**config.mk**
```make
export PLATFORM = sky130hd
export DESIGN_NAME = sync_rx_master
export DESIGN_NICKNAME = d
export VERILOG_FILES = /design/src/rtl/sync_rx_pkg.sv /design/src/rtl/sync_rx_baud.sv /design/src/rtl/sync_rx_shift.sv /design/src/rtl/sync_rx_fifo.sv /design/src/rtl/sync_rx_master.sv
export SDC_FILE = /design/constraint.sdc
export NUM_CORES = 1
export LEC_CHECK = 0
export CAP_MARGIN = 20
export CORE_UTILIZATION = 53
export CTS_CLUSTER_SIZE = 12
export DETAILED_ROUTE_END_ITERATION = 10
export PLACE_DENSITY = 0.78
export SETUP_SLACK_MARGIN = 0.05
export SKIP_LAST_GASP = 1
export SLEW_MARGIN = 15
export SYNTH_ARGS = -nofsm -noshare
export SYNTH_HDL_FRONTEND = slang
export SYNTH_HIERARCHICAL = 1
export SYNTH_SLANG_ARGS = --single-unit
```
**constraint.sdc**
```tcl
create_clock -name clk -period 3.6 [get_ports clk]
set_input_delay 0.72 -clock clk [delete_from_list [all_inputs] [get_ports clk]]
set_output_delay 0.72 -clock clk [all_outputs]
set_load 0.005 [all_outputs]
```
**src/rtl/sync_rx_pkg.sv**
```systemverilog
package sync_rx_pkg;
  // Number of system cycles in one half of a bit period
  function automatic int unsigned half_cycles(input int unsigned div);
    return div + 1;
  endfunction

  // Full bit period in system cycles
  function automatic int unsigned bit_period(input int unsigned div);
    return 2 * half_cycles(div);
  endfunction

  // Circular pointer advance for a queue of arbitrary depth
  function automatic int unsigned ptr_next(input int unsigned p, input int unsigned depth);
    return (p == depth - 1) ? 0 : p + 1;
  endfunction
endpackage

```
**src/rtl/sync_rx_baud.sv**
```systemverilog
module sync_rx_baud #(
  parameter int DIV_W = 8
) (
  input  logic             clk,
  input  logic             rst_n,
  input  logic             run,
  input  logic [DIV_W-1:0] div_sel,
  output logic             act_half,
  output logic             trail_evt
);
  logic [DIV_W-1:0] cnt_q;
  logic             half_q;   // 0: active half, 1: idle half
  logic             wrap;

  assign wrap      = (cnt_q == div_sel);
  assign act_half  = run & ~half_q;
  assign trail_evt = run & ~half_q & wrap;

  always_ff @(posedge clk or negedge rst_n) begin
    if (!rst_n) begin
      cnt_q  <= '0;
      half_q <= 1'b0;
    end else if (!run) begin
      cnt_q  <= '0;
      half_q <= 1'b0;
    end else if (wrap) begin
      cnt_q  <= '0;
      half_q <= ~half_q;
    end else begin
      cnt_q  <= cnt_q + 1'b1;
    end
  end
endmodule

```
**src/rtl/sync_rx_shift.sv**
```systemverilog
module sync_rx_shift #(
  parameter int DATA_W = 8
) (
  input  logic              clk,
  input  logic              rst_n,
  input  logic              run,
  input  logic              trail_evt,
  input  logic              dat_in,
  output logic              char_done,
  output logic [DATA_W-1:0] char_data
);
  localparam int BIT_W = (DATA_W > 1) ? $clog2(DATA_W) : 1;

  logic [DATA_W-1:0] sr_q;
  logic [BIT_W-1:0]  bit_q;
  logic              last_bit;

  assign last_bit  = (bit_q == BIT_W'(DATA_W - 1));
  assign char_done = trail_evt & last_bit;
  // New bit enters at the top, so the first bit ends up in bit 0
  assign char_data = {dat_in, sr_q[DATA_W-1:1]};

  always_ff @(posedge clk or negedge rst_n) begin
    if (!rst_n) begin
      sr_q  <= '0;
      bit_q <= '0;
    end else if (!run) begin
      sr_q  <= '0;
      bit_q <= '0;
    end else if (trail_evt) begin
      sr_q  <= char_data;
      bit_q <= last_bit ? '0 : bit_q + 1'b1;
    end
  end
endmodule

```
**src/rtl/sync_rx_fifo.sv**
```systemverilog
module sync_rx_fifo #(
  parameter int DATA_W = 8,
  parameter int DEPTH  = 2
) (
  input  logic              clk,
  input  logic              rst_n,
  input  logic              push,
  input  logic [DATA_W-1:0] wdata,
  input  logic              pop,
  output logic [DATA_W-1:0] rdata,
  output logic              full,
  output logic              not_empty
);
  import sync_rx_pkg::*;
  localparam int PTR_W = (DEPTH > 1) ? $clog2(DEPTH) : 1;
  localparam int CNT_W = $clog2(DEPTH + 1);

  logic [DATA_W-1:0] mem_q [DEPTH];
  logic [PTR_W-1:0]  wr_q, rd_q;
  logic [CNT_W-1:0]  cnt_q;
  logic              do_push, do_pop;

  assign full      = (cnt_q == CNT_W'(DEPTH));
  assign not_empty = (cnt_q != '0);
  assign do_push   = push & ~full;
  assign do_pop    = pop & not_empty;
  assign rdata     = mem_q[rd_q];

  always_ff @(posedge clk or negedge rst_n) begin
    if (!rst_n) begin
      wr_q  <= '0;
      rd_q  <= '0;
      cnt_q <= '0;
    end else begin
      if (do_push) wr_q <= PTR_W'(ptr_next(int'(wr_q), DEPTH));
      if (do_pop)  rd_q <= PTR_W'(ptr_next(int'(rd_q), DEPTH));
      if (do_push && !do_pop)      cnt_q <= cnt_q + 1'b1;
      else if (do_pop && !do_push) cnt_q <= cnt_q - 1'b1;
    end
  end

  for (genvar g = 0; g < DEPTH; g++) begin : g_slot
    always_ff @(posedge clk or negedge rst_n) begin
      if (!rst_n) mem_q[g] <= '0;
      else if (do_push && wr_q == PTR_W'(g)) mem_q[g] <= wdata;
    end
  end
endmodule

```
**src/rtl/sync_rx_master.sv**
```systemverilog
module sync_rx_master #(
  parameter int DATA_W = 8,
  parameter int DIV_W  = 8,
  parameter int DEPTH  = 2
) (
  input  logic              clk,
  input  logic              rst_n,
  input  logic [DIV_W-1:0]  div_sel,
  input  logic              ck_idle_hi,
  input  logic              single_req,
  input  logic              cont_en,
  input  logic              rd_pop,
  input  logic              ovr_clr,
  input  logic              dat_in,
  output logic              ck_out,
  output logic              dat_drv_en,
  output logic              single_busy,
  output logic [DATA_W-1:0] rd_data,
  output logic              data_avail,
  output logic              overrun
);
  logic              single_q, ovr_q;
  logic              run, act_half, trail_evt;
  logic              char_done, fifo_full, push_ok, pop_ok, ovr_evt;
  logic [DATA_W-1:0] char_data;

  // Receive runs under either enable, unless an overrun holds the clock
  assign run        = (single_q | cont_en) & ~ovr_q;
  assign ck_out     = ck_idle_hi ^ act_half;
  assign dat_drv_en = ~(single_q | cont_en);
  assign ovr_evt    = char_done & fifo_full;
  assign push_ok    = char_done & ~fifo_full;
  assign pop_ok     = rd_pop & data_avail;

  assign single_busy = single_q;
  assign overrun     = ovr_q;

  // A new request wins over the self-clear of the previous one
  always_ff @(posedge clk or negedge rst_n) begin
    if (!rst_n)          single_q <= 1'b0;
    else if (single_req) single_q <= 1'b1;
    else if (char_done)  single_q <= 1'b0;
  end

  always_ff @(posedge clk or negedge rst_n) begin
    if (!rst_n)       ovr_q <= 1'b0;
    else if (ovr_evt) ovr_q <= 1'b1;
    else if (ovr_clr) ovr_q <= 1'b0;
  end

  sync_rx_baud #(.DIV_W(DIV_W)) u_baud (
    .clk       (clk),
    .rst_n     (rst_n),
    .run       (run),
    .div_sel   (div_sel),
    .act_half  (act_half),
    .trail_evt (trail_evt)
  );

  sync_rx_shift #(.DATA_W(DATA_W)) u_shift (
    .clk       (clk),
    .rst_n     (rst_n),
    .run       (run),
    .trail_evt (trail_evt),
    .dat_in    (dat_in),
    .char_done (char_done),
    .char_data (char_data)
  );

  sync_rx_fifo #(.DATA_W(DATA_W), .DEPTH(DEPTH)) u_fifo (
    .clk       (clk),
    .rst_n     (rst_n),
    .push      (push_ok),
    .wdata     (char_data),
    .pop       (pop_ok),
    .rdata     (rd_data),
    .full      (fifo_full),
    .not_empty (data_avail)
  );
endmodule

```
# Yosys cells after proc, flatten, opt, wreduce, memory -nomap -nowiden
# Cells that the tools add are included.
[word_totals]
in_bits = 16
regBits = 42
word_cells = 70
[classes]
n_reduce_logical = 10
muxes = 20
eq_ne = 5
bitwise = 17
n_lt_le_gt_ge = 1
n_addsub = 6
[ops]
columns = ["cell", "count"]
rows = [
  ["$mux W8", 7],
  ["$and A1 B1 Y1", 9],
  ["$mux W3", 3],
  ["$add A8 B1 Y8 const B", 1],
  ["$eq A8 B8 Y1", 1],
  ["$mux W1", 8],
  ["$reduce_bool A2 Y1", 4],
  ["$not A1 Y1", 5],
  ["$logic_and A1 B1 Y1", 4],
  ["$mux W2", 2],
  ["$add A3 B1 Y3 const B", 1],
  ["$eq A3 B3 Y1 const B", 1],
  ["$add A1 B1 Y1 const B", 2],
  ["$add A2 B1 Y2 const B", 1],
  ["$eq A2 B2 Y1 const B", 1],
  ["$ge A2 B2 Y1 const B", 1],
  ["$logic_not A1 Y1", 2],
  ["$ne A2 B1 Y1 const B", 1],
  ["$ne A2 B2 Y1 const B", 1],
  ["$not A1 Y2", 1],
  ["$sub A2 B1 Y2 const B", 1],
  ["$or A1 B1 Y1", 1],
  ["$xor A1 B1 Y1", 1],
]

# Logic depth before layout (Yosys ltp)
# Gate-level depths: netlist of run 1.
[depth]
word_depth = 11
ltp_mapped = 13

# By module
# Netlist of run 1, hierarchy kept.
[modules_own_cells]
columns = ["mod", "seq_area_each_um2", "cells_per_inst", "n_inst", "area_per_inst_um2"]
rows = [
  ["sync_rx_fifo", 500.5, 60, 1, 893.4],
  ["sync_rx_baud", 225.2, 47, 1, 491.7],
  ["sync_rx_shift", 250.2, 37, 1, 478.0],
  ["sync_rx_master", 50.0, 12, 1, 100.1],
]

# Worst setup path before layout of run 1
# No wires, ideal clock.
[synth_timing]
path_type = "input -> register"
startpoint = "input port cont_en"
endpoint = "register u_fifo/mem_q[10] (netlist name)"
path_stages = 10
arrival_ns = 2.775
slack_ns = 0.701
n_path_buf = 1
cell_sequence = "nor2_1 > nor2_1 > nor2b_1 > nor3b_2 > buf_6 > and2_2 > inv_1 > nor2_1 > nor3b_4 > mux2_2"
[synth_between]
elab_chain_len = 8
[synth_rtl]
columns = ["element", "line", "source"]
rows = [
  ["start: declaration", "sync_rx_master.sv:11", "input logic cont_en,"],
  ["$or A1 B1 Y1", "sync_rx_master.sv:28", "assign run = (single_q | cont_en) & ~ovr_q;"],
  ["$and A1 B1 Y1", "sync_rx_master.sv:28", ""],
  ["via run", "sync_rx_master.sv:23", "logic run, act_half, trail_evt;"],
  ["$and A1 B1 Y1", "n/a", ""],
  ["via act_half", "sync_rx_master.sv:23", ""],
  ["$and A1 B1 Y1", "sync_rx_baud.sv:17", "assign trail_evt = run & ~half_q & wrap;"],
  ["via trail_evt", "sync_rx_master.sv:23", ""],
  ["$and A1 B1 Y1", "sync_rx_shift.sv:19", "assign char_done = trail_evt & last_bit;"],
  ["via char_done", "sync_rx_master.sv:24", "logic char_done, fifo_full, push_ok, pop_ok, ovr_evt;"],
  ["$and A1 B1 Y1", "sync_rx_master.sv:32", "assign push_ok = char_done & ~fifo_full;"],
  ["via push_ok", "sync_rx_master.sv:24", ""],
  ["$and A1 B1 Y1", "sync_rx_fifo.sv:25", "assign do_push = push & ~full;"],
  ["$logic_and A1 B1 Y1", "sync_rx_fifo.sv:45", "else if (do_push && wr_q == PTR_W'(g)) mem_q[g] <= wdata;"],
  ["end signal: indexed assignment", "sync_rx_fifo.sv:45", ""],
  ["end: declaration", "sync_rx_fifo.sv:18", "logic [DATA_W-1:0] mem_q [DEPTH];"],
]
# The timed path passes the listed nets, and every way through them passes these cells.
# A chain may end at the register's enable or synchronous reset.

# Final worst setup path of run 1
[layout_timing]
startpoint = "input port cont_en"
endpoint = "output port ck_out"
[layout_between]
elab_chain_len = 4
[layout_rtl]
columns = ["element", "line", "source"]
rows = [
  ["$or A1 B1 Y1", "sync_rx_master.sv:28", ""],
  ["$and A1 B1 Y1", "sync_rx_master.sv:28", ""],
  ["via run", "sync_rx_master.sv:23", ""],
  ["$and A1 B1 Y1", "sync_rx_baud.sv:16", "assign act_half = run & ~half_q;"],
  ["via act_half", "sync_rx_master.sv:23", ""],
  ["$xor A1 B1 Y1", "sync_rx_master.sv:29", "assign ck_out = ck_idle_hi ^ act_half;"],
  ["end: declaration", "sync_rx_master.sv:15", "output logic ck_out,"],
]
# The timed path passes the listed nets, and every way through them passes these cells.

==> results of run 1 <==
## final timing paths
check	slack, ns	cells past startpoint	endpoint
hold reg to reg	0.51	1	u_fifo/mem_q[0]
min in group asynchronous	0.54	1	u_shift/bit_q[2]
max in group asynchronous	2.51	1	u_baud/cnt_q[2]
setup reg to reg	1.21	9	u_fifo/mem_q[13]
setup / recovery	0.62	6	ck_out
hold / removal	0.51	1	u_fifo/mem_q[0]
## cell families (layout without fill, tap and decap cells)
kind of cell,after synthesis,count (layout),synth area share
and+or+nand+nor,44,44,0.1326
DFF,41,41,0.5226
muxes,33,33,0.1836
xor gates and xnor gates,20,20,0.08923
buffers and inverters,9,42,0.02358
AOI/OAI and AO/OA,5,5,0.02295
adders and majority gates,4,4,0.02549
## through the flow
stage	util	setup slack (ns)	cell area, um2	cells	hold WS [ns]
after CTS	0.7012	0.6355	2414	235	0.5116
after floorplan	-	0.7007	1963	156	0.4244
after detailed placement	0.6623	0.4556	2280	227	0.4950
final	0.7012	0.6175	2414	235	0.5109
after global placement	0.6623	0.5158	2280	227	0.4836
after global routing	0.7012	0.5053	2414	235	0.5347
## power breakdown
part	leakage [nW]	internal (mW)	total (mW)	switching, mW
clock	0.0681	0.275	0.433	0.158
combinational	0.480	0.127	0.233	0.105
sequential	0.552	0.522	0.595	0.0732
## flip-flops by register name, summed over array words and instances, names as in the netlist
name / flops
overrun: 1
single_busy: 1
u_baud/cnt_q: 8
u_baud/half_q: 1
u_fifo/cnt_q: 2
u_fifo/mem_q: 16
u_fifo/rd_q: 1
u_fifo/wr_q: 1
u_shift/bit_q: 3
u_shift/sr_q: 7
## layout by cell type (no fill, tap or decap), drive strengths merged, types with 3 or more instances in the layout
cell	instances
xor2	6
dfrtp	41
clkbuf	5
clkdlybuf4s50	27
inv	4
and2	3
mux2i	9
nor2	13
buf	3
ha	4
xnor2	14
mux2	24
nand2	6
nor2b	10
## final cells by class
class | instances | share of cell area
clock buffers | 5 | 0.02851
inverters | 4 | 0.006221
repair buffers | 30 | 0.1203
clock inverters | 3 | 0.02696
multi-input cells | 106 | 0.3691
well taps | 46 | 0.02385
flip-flops and latches | 41 | 0.4251
## per-layer routing
metal	part of all wire	GRT usage	vias up
li1	-	-	586
met1	0.46	0.2850	597
met2	0.49	0.3320	19
met3	0.043	0.06934	6
met4	0.0084	0.03488	0
met5	0	0	-
==> results.sh, run 1 <==
export IMPL_r2r_start="single_busy"
export IMPL_min_path_type="flop to flop"
export IMPL_syn2layout_area_growth_pct=22.94
export IMPL_gp_congestion=0.7866
export IMPL_synth_area_leaders="dfrtp_1, mux2_2, xnor2_1, mux2i_1, nor2b_1"
export IMPL_critPathRequiredTime_ns=2.88
export IMPL_critPathLaunchType="input port"
export IMPL_finalCriticalPeriod_ns=2.983
export IMPL_htreeDepth=2
export IMPL_yosysWarnings=6
export IMPL_fin_skew_ns=0.008452
export IMPL_ios=29
export IMPL_rsz0062_at_grt="false"
export IMPL_hold_start="u_fifo/mem_q[0]"
export IMPL_vias=1208
export IMPL_power_total_mw=1.261
export IMPL_synth_edff_count=0
export IMPL_status="finished, final reports clean"
export IMPL_antenna_found_initial=0
export IMPL_synth_seq_cells=41
export IMPL_die_area_um2=3951
export IMPL_syn_inst=156
export IMPL_finalSetupViolations=0
export IMPL_worst_path_largest_cell_delay_ns=0.51
export IMPL_cts_resized=0
export IMPL_drive_above_1_share=0.2434
export IMPL_slew_headroom=0.4149
export IMPL_crit_type="input port to primary output"
export IMPL_cp_slowest_cell="clkdlybuf4s50_1"
export IMPL_die_h_um=62.86
export IMPL_start_util=0.5703
export IMPL_cp_max_fo=2
export IMPL_clk_path_buf_depth=2
export IMPL_drv_cap=0
export IMPL_grt_ovfl_total=0
export IMPL_cts_root_buf="clkbuf_8"
export IMPL_drc=0
export IMPL_final_hold_viol_count=0
export IMPL_n_antenna_cell=0
export IMPL_crit_start="cont_en"
export IMPL_firstDrtPassIters=4
export IMPL_synth_common_cells="dfrtp_1, mux2_2, xnor2_1"
export IMPL_syn_area_per_cell_um2=12.58
export IMPL_nets=208
export IMPL_finalCritPeriodShare=0.8285
export IMPL_drt_initial_drc_count=46
export IMPL_dp_hpwl_um=2433
export IMPL_postCtsSetupBuffers=0
export IMPL_synth_top_area_frac=0.5226
export IMPL_cts_tree="built"
export IMPL_grt_max_degree=42
export IMPL_clk_latency_ns=0.29
export IMPL_vias_per_cell=5.140
export IMPL_cp_top_family="buffers and inverters"
export IMPL_arrival_ns=2.26
export IMPL_num_rows=21
export IMPL_clk_pin_slew_worst_paths_ns=0.08
export IMPL_p_per_area_nw_per_um2=522.4
export IMPL_ys_flop_type="dfrtp_1"
export IMPL_async_reset_ff_frac=1.000
export IMPL_numCtsBuffers=5
export IMPL_vdd_drop_max_uv=461.0
export IMPL_synth_largest_area_cell="dfrtp_1"
export IMPL_grt_pass1_vias=1290
export IMPL_port_buffers=28
export IMPL_grt_pass1_wl_um=6279
export IMPL_leakagePower_nw=1.101
export IMPL_multi_input_area_um2=890.9
export IMPL_synth_cell_type_count=34
export IMPL_die_width_um=62.86
export IMPL_syn_area_um2=1963
export IMPL_crit_chain="clkdlybuf4s50_1 -> nor2_1 -> nor2_1 -> nor2b_1 -> xor2_1 -> clkdlybuf4s50_1"
export IMPL_clock_sinks=41
export IMPL_hold_buffers=0
export IMPL_fill_cells=258
export IMPL_synth_most_common_cell="dfrtp_1"
export IMPL_slew_viol_final=0
export IMPL_wirelength_um=3452
export IMPL_fmax_ghz=0.3353
export IMPL_routedWlPerCell_um=14.69
export IMPL_endpoint_kind="primary output"
export IMPL_core_area_um2=3442
export IMPL_synth_fp_nets=176
export IMPL_ys_seq_area_frac=0.5226
export IMPL_track_usage=0.2104
export IMPL_path_buf_inv=2
export IMPL_fin_setup_tns_ns=0
export IMPL_register_area_um2=1026
export IMPL_worstMarginPinSlew_ns=0.8777
export IMPL_drtAntennaViolNets=0
(Power assumes the default switching activity.)
==> run 2: changes to the inputs <==
clock period = 3.1 ns   (was 3.6 ns; I/O delays follow)
==> results.sh, run 2 (same netlist as run 1, synthesis figures left out) <==
export IMPL_min_path_type="input port to asynchronous set/reset pin"
export IMPL_finalCritPeriodShare=0.9053
export IMPL_vias_per_cell=5.072
export IMPL_finalCriticalPeriod_ns=2.806
export IMPL_layout_commonest_cell="dfrtp_1"
export IMPL_grt_max_degree=42
export IMPL_cts_resized=0
export IMPL_clk_pin_slew_worst_paths_ns=0.07
export IMPL_ios=29
export IMPL_cts_tree="built"
export IMPL_critPathRequiredTime_ns=2.48
export IMPL_die_area_um2=3951
export IMPL_rsz0062_at_grt="false"
export IMPL_cp_top_family="buffers and inverters"
export IMPL_fin_setup_tns_ns=0
export IMPL_largest_reg_flops=16
export IMPL_finalSetupViolations=0
export IMPL_num_rows=21
export IMPL_power_net_switching_mw=0.3720
export IMPL_htreeDepth=2
export IMPL_utilization=0.6939
export IMPL_start_util=0.5703
export IMPL_vdd_drop_max_uv=446.4
export IMPL_p_int_mw=0.9628
export IMPL_drv_cap=0
export IMPL_r2r_start="u_baud/cnt_q[0]"
export IMPL_cts_root_buf="clkbuf_8"
export IMPL_clock_sinks=41
export IMPL_vias=1197
export IMPL_die_width_um=62.86
export IMPL_drt_initial_drc_count=41
export IMPL_fmax_ghz=0.3563
export IMPL_die_h_um=62.86
export IMPL_clk_latency_ns=0.28
export IMPL_arrival_ns=2.19
export IMPL_final_hold_viol_count=0
export IMPL_n_antenna_cell=0
export IMPL_fin_skew_ns=0.004141
export IMPL_drc=0
export IMPL_clk_path_buf_depth=2
export IMPL_fill_cells=253
export IMPL_wirelength_um=3341
export IMPL_nets=209
export IMPL_slew_viol_final=0
export IMPL_swShare=0.2787
export IMPL_cp_slowest_cell="clkdlybuf4s50_1"
export IMPL_path_buf_inv=3
export IMPL_crit_type="input port to primary output"
export IMPL_port_buffers=28
export IMPL_top_regs="u_fifo/mem_q (16), u_baud/cnt_q (8), u_shift/sr_q (7)"
export IMPL_drive_above_1_share=0.2474
export IMPL_gp_congestion=0.8019
export IMPL_endpoint_kind="primary output"
export IMPL_antenna_found_initial=0
export IMPL_status="finished, final reports clean"
export IMPL_r2r_cells=8
export IMPL_clkPwrFrac=0.274
export IMPL_postCtsSetupBuffers=0
export IMPL_slew_headroom=0.4235
export IMPL_grt_ovfl_total=0
export IMPL_grt_pass1_vias=1313
export IMPL_firstDrtPassIters=4
export IMPL_p_per_area_nw_per_um2=558.8
export IMPL_core_area_um2=3442
export IMPL_combPwrFrac=0.211
export IMPL_routedWlPerCell_um=14.16
export IMPL_worst_path_largest_cell_delay_ns=0.52
export IMPL_timing_rr_end="u_fifo/mem_q[15]"
export IMPL_crit_chain="clkdlybuf4s50_1 -> nor2_1 -> nor2_1 -> nor2b_1 -> buf_4 -> xor2_1 -> clkdlybuf4s50_1"
export IMPL_grt_pass1_wl_um=5989
export IMPL_regMostFlops="u_fifo/mem_q"
export IMPL_power_total_mw=1.335
export IMPL_dp_hpwl_um=2494
export IMPL_sequentialPowerShare=0.516
export IMPL_final_cell_mix="dfrtp_1, clkdlybuf4s50_1, mux2_2, xnor2_1, nor2_1"
export IMPL_track_usage=0.1965
export IMPL_worstMarginPinSlew_ns=0.8647
export IMPL_reg2reg_slack_ns=0.66
export IMPL_cp_max_fo=2
export IMPL_syn2layout_area_growth_pct=21.67
export IMPL_critPathLaunchType="input port"
export IMPL_leakagePower_nw=1.091
export IMPL_numCtsBuffers=5
export IMPL_hold_buffers=0
export IMPL_drtAntennaViolNets=0
[run 2: cell count changes in the layout (fill, tap and decap cells not counted)]
cell	previous run	this run
bufinv_16	2	0
clkbuf_8	5	7
buf_4	2	3
[run 2: cell type report]
| type | count | area, um2 | share of cell area |
|---|---|---|---|
| sequential | 41 | 1026 | 0.4295 |
| clock inverter | 1 | 5.005 | 0.002095 |
| multi-input combinational | 106 | 890.9 | 0.3730 |
| clock buffer | 7 | 96.34 | 0.04034 |
| tap | 46 | 57.56 | 0.02410 |
| inverter | 4 | 15.01 | 0.006286 |
| timing repair buffer | 31 | 297.8 | 0.1247 |
[run 2: worst reg2reg max path: stages (launching register included)]
cell     delay (ns)
dfrtp_1        0.43
xnor2_1        0.21
nand4_2        0.17
nor3b_2        0.25
and2_2         0.18
inv_1          0.05
nor2_1         0.16
nor3b_4        0.48
mux2_2         0.40
[run 2: how the worst max path moves through the flow]
stage	start	endpoint	slack (ns)	depth (start not counted)
after global routing	cont_en	ck_out	0.16	7
after detailed placement	div_sel[0]	u_fifo/mem_q[15]	0.02	9
after floorplan	cont_en	u_fifo/mem_q[10]	0.30	10
after global placement	div_sel[0]	u_fifo/mem_q[14]	0.13	9
final	cont_en	ck_out	0.29	7
after CTS	cont_en	ck_out	0.27	7
[run 2: stage by stage]
stage	instance area [um2]	hold slack (ns)	setup WS, ns	std cells
finish	2389	0.4475	0.2935	236
global placement	2287	0.4865	0.1271	228
global route	2389	0.5217	0.1584	236
CTS	2389	0.4758	0.2655	236
detailed placement	2287	0.4932	0.01900	228
floorplan	1963	0.3244	0.3007	156
[run 2: power by group through the flow]
stage          combinational, mW  clock (mW)  sequential (mW)
5_1_grt                    0.316       0.405            0.700
2_1_floorplan              0.200           0            0.681
3_5_place_dp               0.284           0            0.700
6_report                   0.281       0.365            0.689
3_3_place_gp               0.263           0            0.698
4_1_cts                    0.287       0.376            0.690
[run 2: per-layer routing]
metal | wire length (um) | track usage
met2 | 1704 | 0.3266
met3 | 81 | 0.06022
met4 | 24 | 0.03488
met1 | 1531 | 0.2542
met5 | 0 | 0
==> run 3: changes to the inputs <==
CORE_MARGIN = 1.5   (was not set)
CTS_CLUSTER_SIZE = 25   (was 12)
HOLD_SLACK_MARGIN = 0.08   (was not set)
==> results.sh, run 3 (same netlist as run 1, synthesis figures left out) <==
export IMPL_fin_ws_ns=0.2549
export IMPL_grt_pass1_vias=1340
export IMPL_utilization=0.6939
export IMPL_hold_ws_ns=0.4336
export IMPL_gp_congestion=0.8085
export IMPL_dp_hpwl_um=2598
export IMPL_postCtsSetupBuffers=0
export IMPL_layout_commonest_cell="dfrtp_1"
export IMPL_met3_usage=0.05458
export IMPL_start_util=0.5703
export IMPL_fmax_ghz=0.3515
export IMPL_combPwrFrac=0.206
export IMPL_die_h_um=63.86
export IMPL_finalSetupViolations=0
export IMPL_clock_sinks=41
export IMPL_firstDrtPassIters=4
export IMPL_nets=209
export IMPL_slew_viol_final=0
export IMPL_antenna_found_initial=0
export IMPL_vdd_drop_max_uv=461.0
export IMPL_sequentialPowerShare=0.512
export IMPL_clkPwrFrac=0.281
export IMPL_dpl_worst_slack_ns=0.02502
export IMPL_power_net_switching_mw=0.3832
export IMPL_finalCritPeriodShare=0.9178
export IMPL_leakagePower_nw=1.091
export IMPL_vias=1231
export IMPL_drive_above_1_share=0.2474
export IMPL_die_width_um=63.86
export IMPL_crit_type="input port to primary output"
export IMPL_arrival_ns=2.23
export IMPL_final_hold_viol_count=0
export IMPL_top_regs="u_fifo/mem_q (16), u_baud/cnt_q (8), u_shift/sr_q (7)"
export IMPL_worstMarginPinSlew_ns=0.8571
export IMPL_critPathRequiredTime_ns=2.48
export IMPL_grt_pass1_wl_um=6451
export IMPL_endpoint_kind="primary output"
export IMPL_n_antenna_cell=0
export IMPL_htreeDepth=2
export IMPL_fin_skew_ns=0.01065
export IMPL_postLayoutCellArea_um2=2389
export IMPL_drc=0
export IMPL_grt_busiest_layer="met2"
export IMPL_core_area_um2=3442
export IMPL_place_area_um2=2287
export IMPL_p_per_area_nw_per_um2=563.5
export IMPL_rsz0062_at_grt="false"
export IMPL_hold_buffers=0
export IMPL_clk_pin_slew_worst_paths_ns=0.08
export IMPL_cp_max_fo=2
export IMPL_stdcell_count=236
export IMPL_wirelength_um=3637
export IMPL_die_area_um2=4078
export IMPL_grtUsageMet1=0.2664
export IMPL_grt_ovfl_total=0
export IMPL_swShare=0.2847
export IMPL_placed_cells=228
export IMPL_cts_tree="built"
export IMPL_cts_root_buf="clkbuf_8"
export IMPL_port_buffers=28
export IMPL_power_total_mw=1.346
export IMPL_p_int_mw=0.9627
export IMPL_drv_cap=0
export IMPL_regMostFlops="u_fifo/mem_q"
export IMPL_clk_latency_ns=0.29
export IMPL_syn2layout_area_growth_pct=21.67
export IMPL_drt_initial_drc_count=35
export IMPL_slew_headroom=0.4286
export IMPL_critPathLaunchType="input port"
export IMPL_routedWlPerCell_um=15.41
export IMPL_min_path_type="input port to asynchronous set/reset pin"
export IMPL_fin_setup_tns_ns=0
export IMPL_vias_per_cell=5.216
export IMPL_drtAntennaViolNets=0
export IMPL_final_cell_mix="dfrtp_1, clkdlybuf4s50_1, mux2_2, xnor2_1, nor2_1"
export IMPL_numCtsBuffers=5
export IMPL_clk_path_buf_depth=2
export IMPL_gr_usage_met2=0.3424
export IMPL_grt_max_degree=42
export IMPL_cts_resized=0
export IMPL_finalCriticalPeriod_ns=2.845
export IMPL_num_rows=21
export IMPL_largest_reg_flops=16
export IMPL_track_usage=0.2085
export IMPL_ios=29
export IMPL_status="finished, final reports clean"
## run 3: cell counts in the layout (fill, tap and decap cells not counted)
No cell type changed its count.
## run 3: power by group through the flow
stage | Combinational, mW | Sequential [mW] | Clock, mW
floorplan | 0.200 | 0.681 | 0
global placement | 0.264 | 0.698 | 0
detailed placement | 0.282 | 0.700 | 0
CTS | 0.285 | 0.690 | 0.388
global route | 0.321 | 0.702 | 0.414
finish | 0.278 | 0.690 | 0.378
## run 3: worst max-delay path, cell delays in order
cell             delay, ns
clkdlybuf4s50_1       0.45
nor2_1                0.05
nor2_1                0.13
nor2b_1               0.20
buf_4                 0.13
xor2_1                0.12
clkdlybuf4s50_1       0.51
## run 3: layout make-up
type	count	area (um2)
tap	46	57.56
inverter	4	15.01
timing repair buffer	31	297.8
clock buffer	7	96.34
multi-input combinational	106	890.9
fill	254	1054
sequential	41	1026
clock inverter	1	5.005
## run 3: final timing paths
check | endpoint | slack (ns) | depth (start not counted) | start
min in group clk | u_fifo/mem_q[9] | 0.51 | 1 | u_fifo/mem_q[9]
hold / removal | u_shift/sr_q[1] | 0.43 | 1 | rst_n
setup / recovery | ck_out | 0.25 | 7 | cont_en
max in group asynchronous | u_baud/cnt_q[1] | 2.13 | 1 | rst_n
hold reg to reg | u_fifo/mem_q[9] | 0.51 | 1 | u_fifo/mem_q[9]
setup reg to reg | u_fifo/mem_q[15] | 0.61 | 8 | u_baud/cnt_q[0]
## run 3: metal layers
metal | part of all wire | routed length (um)
met1 | 0.45 | 1619
met5 | 0 | 0
met4 | 0.013 | 47
met2 | 0.52 | 1875
met3 | 0.026 | 95
